## src/rtl/spi_seq_pkg.sv

```systemverilog
package spi_seq_pkg;

  localparam int LEN_MAX_W = 32;

  typedef enum logic [1:0] {
    SEL_CMD  = 2'd0,
    SEL_LEN  = 2'd1,
    SEL_SEQ  = 2'd2,
    SEL_NONE = 2'd3
  } wsel_e;

  typedef struct packed {
    logic       clk_dly_en;
    logic       neg_dly_en;
    logic       next_dly_en;
    logic       lsb_first;
    logic [3:0] width_code;
    logic       keep_cs;
    logic [1:0] lines;
    logic       read;
    logic [1:0] prescale;
    logic       cpol;
    logic       cpha;
  } cmd_word_t;

  // Width code to bit count; unlisted codes fall back to 8.
  function automatic logic [5:0] width_bits(logic [3:0] code);
    case (code)
      4'd1:    return 6'd16;
      4'd2:    return 6'd32;
      default: return 6'd8;
    endcase
  endfunction

  // The reserved line mode is treated as one line.
  function automatic logic [1:0] lane_mode(logic [1:0] m);
    return (m == 2'b11) ? 2'b00 : m;
  endfunction

  // True when the word now being counted is the final one of its step.
  function automatic logic step_is_last(logic [LEN_MAX_W-1:0] cnt,
                                        logic [LEN_MAX_W-1:0] len);
    if (len == '0) return 1'b1;
    return cnt >= (len - 1'b1);
  endfunction

  // Last step index: requested value, capped at n-1.
  function automatic logic [2:0] clamp_last(logic [2:0] req, int unsigned n);
    if (32'(req) > (n - 1)) return 3'(n - 1);
    return req;
  endfunction

endpackage

```

## src/rtl/seq_cmd_store.sv

```systemverilog
module seq_cmd_store
  import spi_seq_pkg::*;
#(
  parameter int NUM_CMDS = 4,
  parameter int LEN_W    = 32,
  localparam int IDX_W   = (NUM_CMDS > 1) ? $clog2(NUM_CMDS) : 1
) (
  input  logic             clk,
  input  logic             rst_n,
  input  logic             wr_en,
  input  logic [1:0]       wr_sel,
  input  logic [2:0]       wr_idx,
  input  logic [31:0]      wr_data,
  input  logic [IDX_W-1:0] rd_idx,
  output cmd_word_t        rd_cmd,
  output logic [LEN_W-1:0] rd_len
);

  cmd_word_t        cmd_arr [NUM_CMDS];
  logic [LEN_W-1:0] len_arr [NUM_CMDS];

  for (genvar i = 0; i < NUM_CMDS; i++) begin : g_entry
    cmd_word_t        cmd_r;
    logic [LEN_W-1:0] len_r;
    logic             hit;

    assign hit = wr_en && (wr_idx == 3'(i));

    always_ff @(posedge clk or negedge rst_n) begin
      if (!rst_n) begin
        cmd_r <= '0;
        len_r <= '0;
      end else if (hit) begin
        if (wr_sel == SEL_CMD) cmd_r <= cmd_word_t'(wr_data[15:0]);
        if (wr_sel == SEL_LEN) len_r <= wr_data[LEN_W-1:0];
      end
    end

    assign cmd_arr[i] = cmd_r;
    assign len_arr[i] = len_r;
  end

  assign rd_cmd = cmd_arr[rd_idx];
  assign rd_len = len_arr[rd_idx];

endmodule

```

## src/rtl/seq_word_ctr.sv

```systemverilog
module seq_word_ctr
  import spi_seq_pkg::*;
#(
  parameter int LEN_W = 32
) (
  input  logic             clk,
  input  logic             rst_n,
  input  logic             clr,
  input  logic             word_done,
  input  logic [LEN_W-1:0] step_len,
  output logic             last_word
);

  logic [LEN_W-1:0] cnt_q;

  assign last_word = step_is_last(LEN_MAX_W'(cnt_q), LEN_MAX_W'(step_len));

  always_ff @(posedge clk or negedge rst_n) begin
    if (!rst_n)         cnt_q <= '0;
    else if (clr)       cnt_q <= '0;
    else if (word_done) cnt_q <= last_word ? '0 : cnt_q + 1'b1;
  end

endmodule

```

## src/rtl/seq_ptr_ctl.sv

```systemverilog
module seq_ptr_ctl #(
  parameter int IDX_W = 2
) (
  input  logic             clk,
  input  logic             rst_n,
  input  logic             clr,
  input  logic             advance,
  input  logic [IDX_W-1:0] last_idx,
  output logic [IDX_W-1:0] ptr,
  output logic             wrap
);

  assign wrap = advance && (ptr == last_idx);

  always_ff @(posedge clk or negedge rst_n) begin
    if (!rst_n)       ptr <= '0;
    else if (clr)     ptr <= '0;
    else if (advance) ptr <= wrap ? '0 : ptr + 1'b1;
  end

endmodule

```

## src/rtl/spi_cmd_seq.sv

```systemverilog
module spi_cmd_seq
  import spi_seq_pkg::*;
#(
  parameter int NUM_CMDS = 4,
  parameter int LEN_W    = 32
) (
  input  logic        clk,
  input  logic        rst_n,
  input  logic        wr_en,
  input  logic [1:0]  wr_sel,
  input  logic [2:0]  wr_idx,
  input  logic [31:0] wr_data,
  input  logic        word_done,
  output logic        act_cpha,
  output logic        act_cpol,
  output logic [1:0]  act_prescale,
  output logic        act_read,
  output logic [1:0]  act_lines,
  output logic        act_keep_cs,
  output logic [5:0]  act_word_bits,
  output logic        act_lsb_first,
  output logic        act_clk_dly_en,
  output logic        act_neg_dly_en,
  output logic        act_next_dly_en,
  output logic [2:0]  cmd_ptr,
  output logic        step_end,
  output logic        cs_drop,
  output logic        seq_done
);

  localparam int IDX_W = (NUM_CMDS > 1) ? $clog2(NUM_CMDS) : 1;

  // Named internal events
  logic             seq_wr;
  logic [2:0]       seq_q;
  logic [2:0]       seq_last_w;
  logic [IDX_W-1:0] ptr_w;
  cmd_word_t        cur_cmd;
  logic [LEN_W-1:0] cur_len;
  logic             last_word_w;
  logic             step_fin_w;
  logic             wrap_w;
  logic             step_end_q, cs_drop_q, seq_done_q;

  assign seq_wr     = wr_en && (wr_sel == SEL_SEQ);
  assign seq_last_w = clamp_last(seq_q, NUM_CMDS);
  assign step_fin_w = word_done && last_word_w && !seq_wr;

  always_ff @(posedge clk or negedge rst_n) begin
    if (!rst_n)      seq_q <= '0;
    else if (seq_wr) seq_q <= wr_data[2:0];
  end

  seq_cmd_store #(.NUM_CMDS(NUM_CMDS), .LEN_W(LEN_W)) u_store (
    .clk     (clk),
    .rst_n   (rst_n),
    .wr_en   (wr_en),
    .wr_sel  (wr_sel),
    .wr_idx  (wr_idx),
    .wr_data (wr_data),
    .rd_idx  (ptr_w),
    .rd_cmd  (cur_cmd),
    .rd_len  (cur_len)
  );

  seq_word_ctr #(.LEN_W(LEN_W)) u_ctr (
    .clk       (clk),
    .rst_n     (rst_n),
    .clr       (seq_wr),
    .word_done (word_done),
    .step_len  (cur_len),
    .last_word (last_word_w)
  );

  seq_ptr_ctl #(.IDX_W(IDX_W)) u_ptr (
    .clk      (clk),
    .rst_n    (rst_n),
    .clr      (seq_wr),
    .advance  (step_fin_w),
    .last_idx (IDX_W'(seq_last_w)),
    .ptr      (ptr_w),
    .wrap     (wrap_w)
  );

  always_ff @(posedge clk or negedge rst_n) begin
    if (!rst_n) begin
      step_end_q <= 1'b0;
      cs_drop_q  <= 1'b0;
      seq_done_q <= 1'b0;
    end else begin
      step_end_q <= step_fin_w;
      cs_drop_q  <= step_fin_w && !cur_cmd.keep_cs;
      seq_done_q <= wrap_w;
    end
  end

  // Active field decode
  assign act_cpha        = cur_cmd.cpha;
  assign act_cpol        = cur_cmd.cpol;
  assign act_prescale    = cur_cmd.prescale;
  assign act_lines       = lane_mode(cur_cmd.lines);
  assign act_read        = cur_cmd.read && (lane_mode(cur_cmd.lines) != 2'b00);
  assign act_keep_cs     = cur_cmd.keep_cs;
  assign act_word_bits   = width_bits(cur_cmd.width_code);
  assign act_lsb_first   = cur_cmd.lsb_first;
  assign act_clk_dly_en  = cur_cmd.clk_dly_en;
  assign act_neg_dly_en  = cur_cmd.neg_dly_en;
  assign act_next_dly_en = cur_cmd.next_dly_en;

  assign cmd_ptr  = 3'(ptr_w);
  assign step_end = step_end_q;
  assign cs_drop  = cs_drop_q;
  assign seq_done = seq_done_q;

endmodule

```

## config.mk

```make
export PLATFORM = sky130hd
export DESIGN_NAME = spi_cmd_seq
export DESIGN_NICKNAME = d
export VERILOG_FILES = /design/src/rtl/spi_seq_pkg.sv /design/src/rtl/seq_cmd_store.sv /design/src/rtl/seq_word_ctr.sv /design/src/rtl/seq_ptr_ctl.sv /design/src/rtl/spi_cmd_seq.sv
export SDC_FILE = /design/constraint.sdc
export NUM_CORES = 1
export LEC_CHECK = 0
export BUFFER_PORTS_ARGS = -buffer_cell sky130_fd_sc_hd__clkbuf_2
export CAP_MARGIN = 25
export CORE_MARGIN = 2
export CORE_UTILIZATION = 60
export DETAILED_ROUTE_END_ITERATION = 7
export GPL_TIMING_DRIVEN = 0
export PLACE_DENSITY = 0.79
export SYNTH_ARGS = -nofsm -noshare
export SYNTH_HDL_FRONTEND = slang
export SYNTH_SLANG_ARGS = --single-unit
export TNS_END_PERCENT = 50
```

## constraint.sdc

```tcl
create_clock -name clk -period 5.4 [get_ports clk]
set_input_delay 0 -clock clk [delete_from_list [all_inputs] [get_ports clk]]
set_output_delay 0 -clock clk [all_outputs]
set_load 0.02 [all_outputs]
```

==> impl_metrics.ini, run 1 <==
[status]
outcome = finished, final reports clean

[setup_path]
required_ns = 5.86
critical_path.endpoint_type = flip-flop
worst_path_max_delay_cell = mux4_2
start_kind = flip-flop
cp.arrival_ns = 5.50
max_stage_delay_ns = 0.58
cp_cell_sequence = buf_6 > buf_6 > buf_6 > buf_6 > mux4_2 > nor2_1 > nand3b_1 > nor2_4 > nand2_1 > nor4_2 > xnor2_1 > ha_1 > nand2_1 > nor2_1 > a211oi_1 > o211ai_1 > a311oi_4 > o211ai_2 > buf_4 > nor2b_1
cp_max_fo = 10
path_common_cell = buf_6
crit_type = reg2reg

[drt]
avgViaCountPerCell = 5.897
routedWlPerCell_um = 20.12
wl_met2_um = 12700
drt_iter0_drc = 383
drc = 0
maxUsedRoutingLayer = met4
wl_met1_um = 11120
vias = 7584
first_pass_iters = 5
met3WireLength_um = 1409
final_antenna_net_count = 0
finalWirelength_um = 25870

[synthesis]
synth_seq_cells = 232
synth.distinct_cells = 53
syn_area_per_cell_um2 = 13.25
syn-instance-count = 872
synthTopCellsByArea = dfrtp_1 (50%), mux2_2 (19%), mux4_2 (9.0%)
synthFlopType = dfrtp_1
async_flop_share_pct = 100.0
yosys_warnings = 0
synth-seq-area-share_pct = 50.24
synth_edf_count = 0
synth_top_cell_by_area = dfrtp_1
yosys.area.top_type_share_pct = 50.24
synth_area_um2 = 11560

[cts]
cts_buffers = 25
cts_max_level = 1
clkTransAtPathRegs_ns = 0.06
cts_tree = done
cts_buffer_depth = 3
clock-root-buffer = clkbuf_16
cts_sinks = 232
worstSkewPairLatency_ns = 0.54

[floorplanning]
fp.dieW_um = 142.8
core_area_um2 = 18830
rows = 50
initial_core_util_pct = 61.37
io_pins = 65
die-area_um2 = 20390
die_y_um = 142.8

[timing]
clock_skew_ns = 0.01515
worst_slew_pin_slew_ns = 0.9215
finalSetupViolCount = 0
grt_setup_unrepaired = false
fin_crit_ns = 5.039
maxSlewViolCount = 0
finalHoldViolations = 0
period_share_pct = 93.31
maxSlewHeadroom_pct = 38.00
setup-tns-final_ns = 0
fmax_ghz = 0.1985
hold_ws_ns = 0.06284

[pwr]
max-vdd-ir-drop_v = 0.0002637
leakage_nw = 6.175
power_density_nw_per_um2 = 371.2

[place]
hpwl_um = 17230
place.gp.congestion = 0.8199
port_buffers = 60
place_area_um2 = 12260

[global_route]
grt.total_usage_pct = 26.53
grt_pass1_vias = 7979
grt_max_degree = 108
antenna_found_initial = 0
grt_first_pass_wirelength_um = 42120
overflow = 0

[flow_run]
cap_viol_max_count = 0

[cells_and_area]
areaGrowthSynthToFinish_pct = 18.40
insertedDiodeCount = 0
fillCellCount = 1218
drive_gt1_share_pct = 37.62
design_area_um2 = 13680
fin_nets = 1085

[min_path]
hp-class = in2async
critical path, delay by kind of cell, from the launching register on:
family,cells,cell delay [ns]
AO/OA/AOI/OAI,4,1.01
XOR/XNOR,1,0.15
adder cells (fa/ha/maj),1,0.27
buffers and inverters,5,1.12
flip-flops,1,0.46
multiplexers,1,0.58
AND/OR/NAND/NOR,8,1.35
power by group:
group / internal (mW) / total, mW / leakage [nW] / switching, mW
Clock: 1.19 / 1.90 / 0.464 / 0.716
Sequential: 2.03 / 2.20 / 3.00 / 0.168
Combinational: 0.509 / 0.973 / 2.71 / 0.465
Total: 3.73 / 5.08 / 6.17 / 1.35
metal layers:
layer  vias up  track usage (%)
met5         -                0
met4         0            6.357
met3        48            4.661
met2       188            44.51
met1      3913            36.55
li1       3435                -
cell families after synthesis:
| family | Yosys count | share of synthesized area, % |
|---|---|---|
| simple gates | 213 | 9.247 |
| mux | 239 | 27.76 |
| fa+ha+maj | 37 | 4.006 |
| flops | 232 | 50.24 |
| buf+inv | 51 | 2.014 |
| xor+xnor | 60 | 4.547 |
| compound gates | 39 | 2.155 |
| other cells | 1 | 0.03245 |
flip-flops by register name, summed over array words and instances, names as in the netlist:
register,count
cs_drop,1
seq_q,3
u_store.g_entry.len_r,128
seq_done,1
u_ctr.cnt_q,32
step_end,1
u_ptr.ptr,2
u_store.cmd_arr,64
cell usage in the layout (no fill, tap or decap), types with 3 or more instances in the layout:
cell type      instances
xnor2_1               33
nand2_1               53
xor2_1                27
nor4_1                 3
and3b_1                3
mux2_2               192
inv_1                 11
clkbuf_16             25
dlygate4sd3_1         39
buf_6                  4
a211oi_1               5
clkbuf_2              59
a21oi_1               15
mux4_2                46
and3_1                 5
nor3_1                16
dfrtp_1              232
nor2_1                68
bufinv_16              5
and4_1                 3
clkinv_2               6
nand3_1                9
buf_4                 12
or2_2                  6
nor2b_1                6
clkbuf_1              11
conb_1                 4
buf_1                 14
or3_1                  3
clkbuf_8               8
ha_1                  37
o21ai_0                7
nand4_1               16
layout make-up:
class                   instances  area [um^2]  share of cell area, %
clock inverters                13        207.7                  1.518
clock buffers                  33        725.7                  5.304
plain buffers                  40        220.2                  1.610
inverters                      11        41.29                 0.3018
repair buffers                105        784.5                  5.734
flip-flops and latches        232         5806                  42.43
multi-input cells             592         5572                  40.72
well taps                     260        325.3                  2.378
path summary, 6_finish.rpt:
path	start	end	slack (ns)	cells past startpoint
max	u_ptr.ptr[0]$_DFFE_PN0P_	u_ctr.cnt_q[19]$_DFFE_PN0P_	0.36	20
min	rst_n	u_ctr.cnt_q[29]$_DFFE_PN0P_	0.06	3
max reg2reg	u_ptr.ptr[0]$_DFFE_PN0P_	u_ctr.cnt_q[19]$_DFFE_PN0P_	0.36	20
min reg2reg	u_store.g_entry[1].len_r[27]$_DFFE_PN0P_	u_store.g_entry[1].len_r[27]$_DFFE_PN0P_	0.50	1
max in group asynchronous	rst_n	u_ctr.cnt_q[3]$_DFFE_PN0P_	4.15	3
min in group clk	wr_idx[1]	u_store.g_entry[1].len_r[16]$_DFFE_PN0P_	0.09	4
stage by stage:
step	total power, mW	setup WS (ns)	instances	utilization, %
after floorplan	2.864	0.4522	875	-
after global placement	3.094	-0.8577	1195	64.75
after detailed placement	3.149	-0.9512	1197	65.09
after CTS	5.087	0.003727	1282	72.31
after global routing	5.301	0.01124	1286	72.66
final	5.078	0.3611	1286	72.66
repair_timing:
item | 4_1_cts | 5_1_grt
endpoints found under the hold margin | 430 | 0
setup endpoints to repair | 37 | 37
gates resized for setup | 9 | 9
setup buffers | 0 | 4
hold buffers | 39 | 0
pin swaps | 1 | 1
synth_stat cells, types with 7 or more instances:
library cell,n
nand2_1,53
buf_4,7
xor2_1,27
buf_1,16
inv_1,11
dfrtp_1,232
clkbuf_1,10
nand4_1,16
xnor2_1,33
o21ai_0,7
nor3_1,17
a21oi_1,15
ha_1,37
mux4_2,46
mux2_2,192
nand3_1,9
nor2_1,69
No activity file was read; power rests on OpenSTA's default activity.
==> run 2: changes to the inputs <==
- RECOVER_POWER: default -> 25
==> run 2 against run 1 <==
- the flow now finishes with violations (max-capacitance violations, max-slew violations)
- wire length hardly changed
- highest routed layer unchanged
- largest power group unchanged
- design area is 0.40% lower
- sequential share of layout area is 0.17 points higher
- power hardly changed
- combinational power is 0.5% lower
- non-clock buffer count stayed put
- clock-buffer cell count stayed put
- final cell count stayed put
- flip-flop and latch count stayed put
- via count hardly changed
==> impl_metrics.ini, run 2 (synthesis gave the netlist of run 1 again) <==
[drt]
first_pass_iters = 5
final_antenna_net_count = 0
finalWirelength_um = 25870
avgViaCountPerCell = 5.900
drc = 0
routedWlPerCell_um = 20.12
vias = 7587
drt_iter0_drc = 383

[place]
place_area_um2 = 12260
place.gp.congestion = 0.8199
port_buffers = 60
hpwl_um = 17230

[cells_and_area]
mostFrequentLayoutCell = dfrtp_1
insertedDiodeCount = 0
areaGrowthSynthToFinish_pct = 17.92
largest_register = u_store.g_entry.len_r
fillCellCount = 1225
final_util_pct = 72.37
final_cell_mix = dfrtp_1 (232), mux2_2 (192), nor2_1 (68), clkbuf_2 (61), nand2_1 (53)
design_area_um2 = 13630
multi_input_area_um2 = 5572
fin_nets = 1085
drive_gt1_share_pct = 37.52
seq_area_um2 = 5806
largest_register_ffs = 128

[pwr]
p_int_mw = 3.726
p_sw_mw = 1.348
leakage_nw = 6.152
combPwrFrac_pct = 19.1
p_sw_share_pct = 26.57
power_density_nw_per_um2 = 372.3
pwr-share-seq_pct = 43.4
max-vdd-ir-drop_v = 0.0002637
p_clk_share_pct = 37.5

[timing]
grt_setup_unrepaired = false
finalHoldViolations = 0
clock_skew_ns = 0.01520
hold_ws_ns = 0.09449
period_share_pct = 93.31
fmax_ghz = 0.1985
worst_slew_pin_slew_ns = 2.644
finalSetupViolCount = 0
maxSlewViolCount = 214
fin_crit_ns = 5.039
maxSlewHeadroom_pct = -76.29

[global_route]
antenna_found_initial = 0
overflow = 0
grt_pass1_vias = 7979
grt_max_degree = 108
grt.total_usage_pct = 26.53
grt_first_pass_wirelength_um = 42120

[cts]
cts_buffers = 25
cts_buffer_depth = 3
cts_sinks = 232
clock-root-buffer = clkbuf_16
worstSkewPairLatency_ns = 0.54
cts_max_level = 1
clkTransAtPathRegs_ns = 0.06
cts_tree = done

[setup_path]
cp.arrival_ns = 5.50
crit_type = reg2reg
required_ns = 5.86
start_kind = flip-flop
critical_path.endpoint_type = flip-flop
cp_max_fo = 10

[floorplanning]
die-area_um2 = 20390
core_area_um2 = 18830
io_pins = 65
rows = 50
fp.dieW_um = 142.8
initial_core_util_pct = 61.37
die_y_um = 142.8

[status]
outcome = finished with violations
violations = max-capacitance violations, max-slew violations

[flow_run]
cap_viol_max_count = 2

[min_path]
hp-class = in2reg
-- run 2: worst paths after layout --
path	startpoint	endpoint	slack, ns	cells after the start
max	u_ptr.ptr[0]$_DFFE_PN0P_	u_ctr.cnt_q[19]$_DFFE_PN0P_	0.36	20
min	wr_idx[1]	u_store.g_entry[1].len_r[16]$_DFFE_PN0P_	0.09	4
max reg2reg	u_ptr.ptr[0]$_DFFE_PN0P_	u_ctr.cnt_q[19]$_DFFE_PN0P_	0.36	20
min reg2reg	u_store.g_entry[1].len_r[27]$_DFFE_PN0P_	u_store.g_entry[1].len_r[27]$_DFFE_PN0P_	0.50	1
max in group asynchronous	rst_n	u_store.g_entry[0].len_r[3]$_DFFE_PN0P_	2.84	3
min in group asynchronous	rst_n	u_ctr.cnt_q[26]$_DFFE_PN0P_	0.71	3
-- run 2: power by group through the flow --
stage	clock, mW	combinational, mW	sequential, mW
floorplan	0	0.702	2.16
global placement	0	0.891	2.20
detailed placement	0	0.930	2.22
CTS	1.93	0.967	2.19
global route	2.00	1.06	2.23
finish	1.90	0.968	2.20
-- run 2: layout make-up --
type	instances	share of cell area, %
Sequential cell	232	42.60
Multi-Input combinational cell	592	40.89
Timing Repair Buffer	105	5.353
Clock buffer	33	5.326
Tap cell	260	2.387
Buffer	40	1.616
Clock inverter	13	1.524
Inverter	11	0.3030
-- run 2: worst max-delay path: stages, from the launching register on --
cell and delay [ns]:
dfrtp_1 0.46, buf_6 0.24, buf_6 0.24, buf_6 0.22, buf_6 0.20, mux4_2 0.58
nor2_1 0.16, nand3b_1 0.26, nor2_4 0.24, nand2_1 0.14, nor4_2 0.31, xnor2_1 0.15
ha_1 0.27, nand2_1 0.08, nor2_1 0.04, a211oi_1 0.25, o211ai_1 0.17, a311oi_4 0.42
o211ai_2 0.17, buf_4 0.22, nor2b_1 0.12
-- run 2: timing repair --
item,in CTS,in global routing
setup endpoints to repair,37,37
pin swaps,1,1
resized for setup,9,9
hold buffers,39,0
hold endpoints to repair,430,0
setup buffers,0,4
-- run 2: per-layer routing --
| metal | GRT usage, % | part of all wire, % | routed length, um | vias up |
|---|---|---|---|---|
| met4 | 6.357 | 2.4 | 633 | 0 |
| met2 | 44.51 | 49 | 12700 | 190 |
| met5 | 0 | 0 | 0 | - |
| met1 | 36.55 | 43 | 11120 | 3915 |
| li1 | - | - | - | 3434 |
| met3 | 4.661 | 5.5 | 1414 | 48 |
-- run 2: through the flow --
step / total power, mW / worst slack (ns) / setup TNS (ns) / instances
after detailed placement: 3.149 / -0.9512 / -33.07 / 1197
after global placement: 3.094 / -0.8577 / -100.18 / 1195
after global routing: 5.296 / 0.01124 / 0 / 1286
after CTS: 5.087 / 0.003727 / 0 / 1282
final: 5.074 / 0.3611 / 0 / 1286
after floorplan: 2.864 / 0.4522 / 0 / 875
==> run 3: changes to the inputs <==
- BUFFER_PORTS_ARGS: -buffer_cell sky130_fd_sc_hd__clkbuf_2 -> default
- CAP_MARGIN: 25 -> default
- DONT_BUFFER_PORTS: default -> 1
- PLACE_DENSITY: 0.79 -> 0.76
==> run 3 against run 2 <==
- the run still ends with max-capacitance violations, max-slew violations left
- core utilization is 1.4 points lower
- register-to-register slack about the same
- via count fell by 3.3%
- power fell by 2.6%
- critical path depth up 1
- clock-buffer cell count increased by 6
- final cell count shrank 4.0%
- clock skew fell by 0.0086 ns
- design area down 1.9%
- fmax down 0.25%
- critical path type unchanged
==> impl_metrics.ini, run 3 (synthesis gave the netlist of run 1 again) <==
[status]
outcome = finished with violations
violations = max-capacitance violations, max-slew violations

[floorplanning]
core_area_um2 = 18830
rows = 50
io_pins = 65
initial_core_util_pct = 61.37
die-area_um2 = 20390
die_y_um = 142.8
fp.dieW_um = 142.8

[setup_path]
cp.arrival_ns = 5.47
cp_max_fo = 10
required_ns = 5.82
crit_type = reg2reg
start_kind = flip-flop
critical_path.endpoint_type = flip-flop

[cells_and_area]
areaGrowthSynthToFinish_pct = 15.63
drive_gt1_share_pct = 32.85
final_cell_mix = dfrtp_1 (231), mux2_2 (192), nor2_1 (68), nand2_1 (53), dlygate4sd3_1 (49)
mostFrequentLayoutCell = dfrtp_1
largest_register = u_store.g_entry.len_r
largest_register_ffs = 128
fin_nets = 1033
insertedDiodeCount = 0
fillCellCount = 1298

[place]
hpwl_um = 16880
pre_cts_ws_ns = -1.133
place.gp.congestion = 0.7968
port_buffers = 0

[timing]
finalHoldViolations = 0
maxSlewHeadroom_pct = -107.9
worst_slack_ns = 0.3483
worst_slew_pin_slew_ns = 3.118
setup-tns-final_ns = 0
fin_crit_ns = 5.052
finalSetupViolCount = 0
grt_setup_unrepaired = false
maxSlewViolCount = 233
fmax_ghz = 0.1980
period_share_pct = 93.55
clock_skew_ns = 0.006554
hold_ws_ns = 0.04068

[cts]
cts_buffer_depth = 3
cts_tree = done
cts_sinks = 232
worstSkewPairLatency_ns = 0.53
clock-root-buffer = clkbuf_16
cts_buffers = 25
cts_max_level = 1
clkTransAtPathRegs_ns = 0.06

[flow_run]
cap_viol_max_count = 1

[drt]
drt_iter0_drc = 410
first_pass_iters = 5
routedWlPerCell_um = 20.65
vias = 7334
avgViaCountPerCell = 5.943
drc = 0
finalWirelength_um = 25490
final_antenna_net_count = 0

[min_path]
hp-class = in2reg

[pwr]
pwr-share-seq_pct = 44.5
power_density_nw_per_um2 = 369.8
p_int_mw = 3.633
p_clk_share_pct = 36.6
combPwrFrac_pct = 19.0
p_sw_mw = 1.309
p_sw_share_pct = 26.48
leakage_nw = 5.898
max-vdd-ir-drop_v = 0.0002632

[global_route]
overflow = 0
grt_first_pass_wirelength_um = 41960
grt_max_degree = 233
grt_pass1_vias = 7866
grt.total_usage_pct = 26.48
antenna_found_initial = 0
-- run 3: power groups by stage --
stage | Sequential (mW) | Clock, mW | Combinational (mW)
floorplan | 2.16 | 0 | 0.702
global placement | 2.20 | 0 | 0.806
detailed placement | 2.22 | 0 | 0.841
CTS | 2.19 | 1.83 | 0.934
global route | 2.23 | 1.90 | 1.04
finish | 2.20 | 1.81 | 0.937
-- run 3: worst max-delay path, cell delays in order (launching register included) --
cell and delay [ns]:
dfrtp_1 0.50, buf_4 0.28, buf_4 0.27, clkbuf_4 0.30, clkbuf_4 0.27, mux4_2 0.38, nor2_1 0.18, nand3b_1 0.28
nor2_4 0.24, nand2_1 0.14, nor4_2 0.32, xnor2_1 0.11, ha_1 0.32, nand4_1 0.16, nor3_2 0.24, a21oi_1 0.09
o211ai_1 0.11, a311oi_2 0.05, buf_4 0.17, o211ai_2 0.22, buf_4 0.23, nor2_1 0.07
-- run 3: cell type report --
class	instances	area, um^2	share of cell area [%]
clock inverters	7	127.6	0.9551
plain buffers	40	222.7	1.667
well taps	260	325.3	2.434
inverters	11	41.29	0.3090
multi-input cells	592	5560	41.61
flip-flops and latches	232	5807	43.46
repair buffers	53	520.5	3.895
clock buffers	39	758.2	5.674
-- run 3: routing by layer --
metal  GRT usage (%)  vias up  wire length, um
met1           37.26     3793            11460
met4           6.722        0              573
met5               0        -                0
li1                -     3337                -
met3           5.298       48             1412
met2           42.86      156            12040
-- run 3: repair_timing --
| item | 4_1_cts | 5_1_grt |
|---|---|---|
| pin swaps | 1 | 0 |
| hold endpoints to repair | 435 | 0 |
| setup buffers | 2 | 1 |
| hold buffers | 50 | 0 |
| gates resized for setup | 9 | 10 |
| endpoints found under the setup margin | 37 | 37 |
-- run 3: final timing paths --
| path | start | endpoint | slack [ns] | cells past startpoint |
|---|---|---|---|---|
| worst max-delay path | u_ptr.ptr[1]$_DFFE_PN0P_ | u_ctr.cnt_q[8]$_DFFE_PN0P_ | 0.35 | 21 |
| worst max register to register | u_ptr.ptr[1]$_DFFE_PN0P_ | u_ctr.cnt_q[8]$_DFFE_PN0P_ | 0.35 | 21 |
| max in group asynchronous | rst_n | u_ptr.ptr[0]$_DFFE_PN0P_ | 2.31 | 2 |
| worst min register to register | u_store.cmd_arr[17]$_DFFE_PN0P_ | u_store.cmd_arr[17]$_DFFE_PN0P_ | 0.50 | 1 |
| min in group asynchronous | rst_n | u_ctr.cnt_q[26]$_DFFE_PN0P_ | 0.94 | 2 |
| worst min-delay path | wr_sel[0] | seq_q[2]$_DFFE_PN0P_ | 0.04 | 4 |
-- run 3: through the flow --
stage | instance area, um^2 | std cells | utilization, % | power (mW)
finish | 13360 | 1234 | 70.96 | 4.942
CTS | 13330 | 1233 | 70.81 | 4.955
global placement | 11890 | 1135 | 63.16 | 3.006
detailed placement | 11890 | 1135 | 63.16 | 3.058
global route | 13360 | 1234 | 70.96 | 5.170
floorplan | 11570 | 875 | - | 2.864
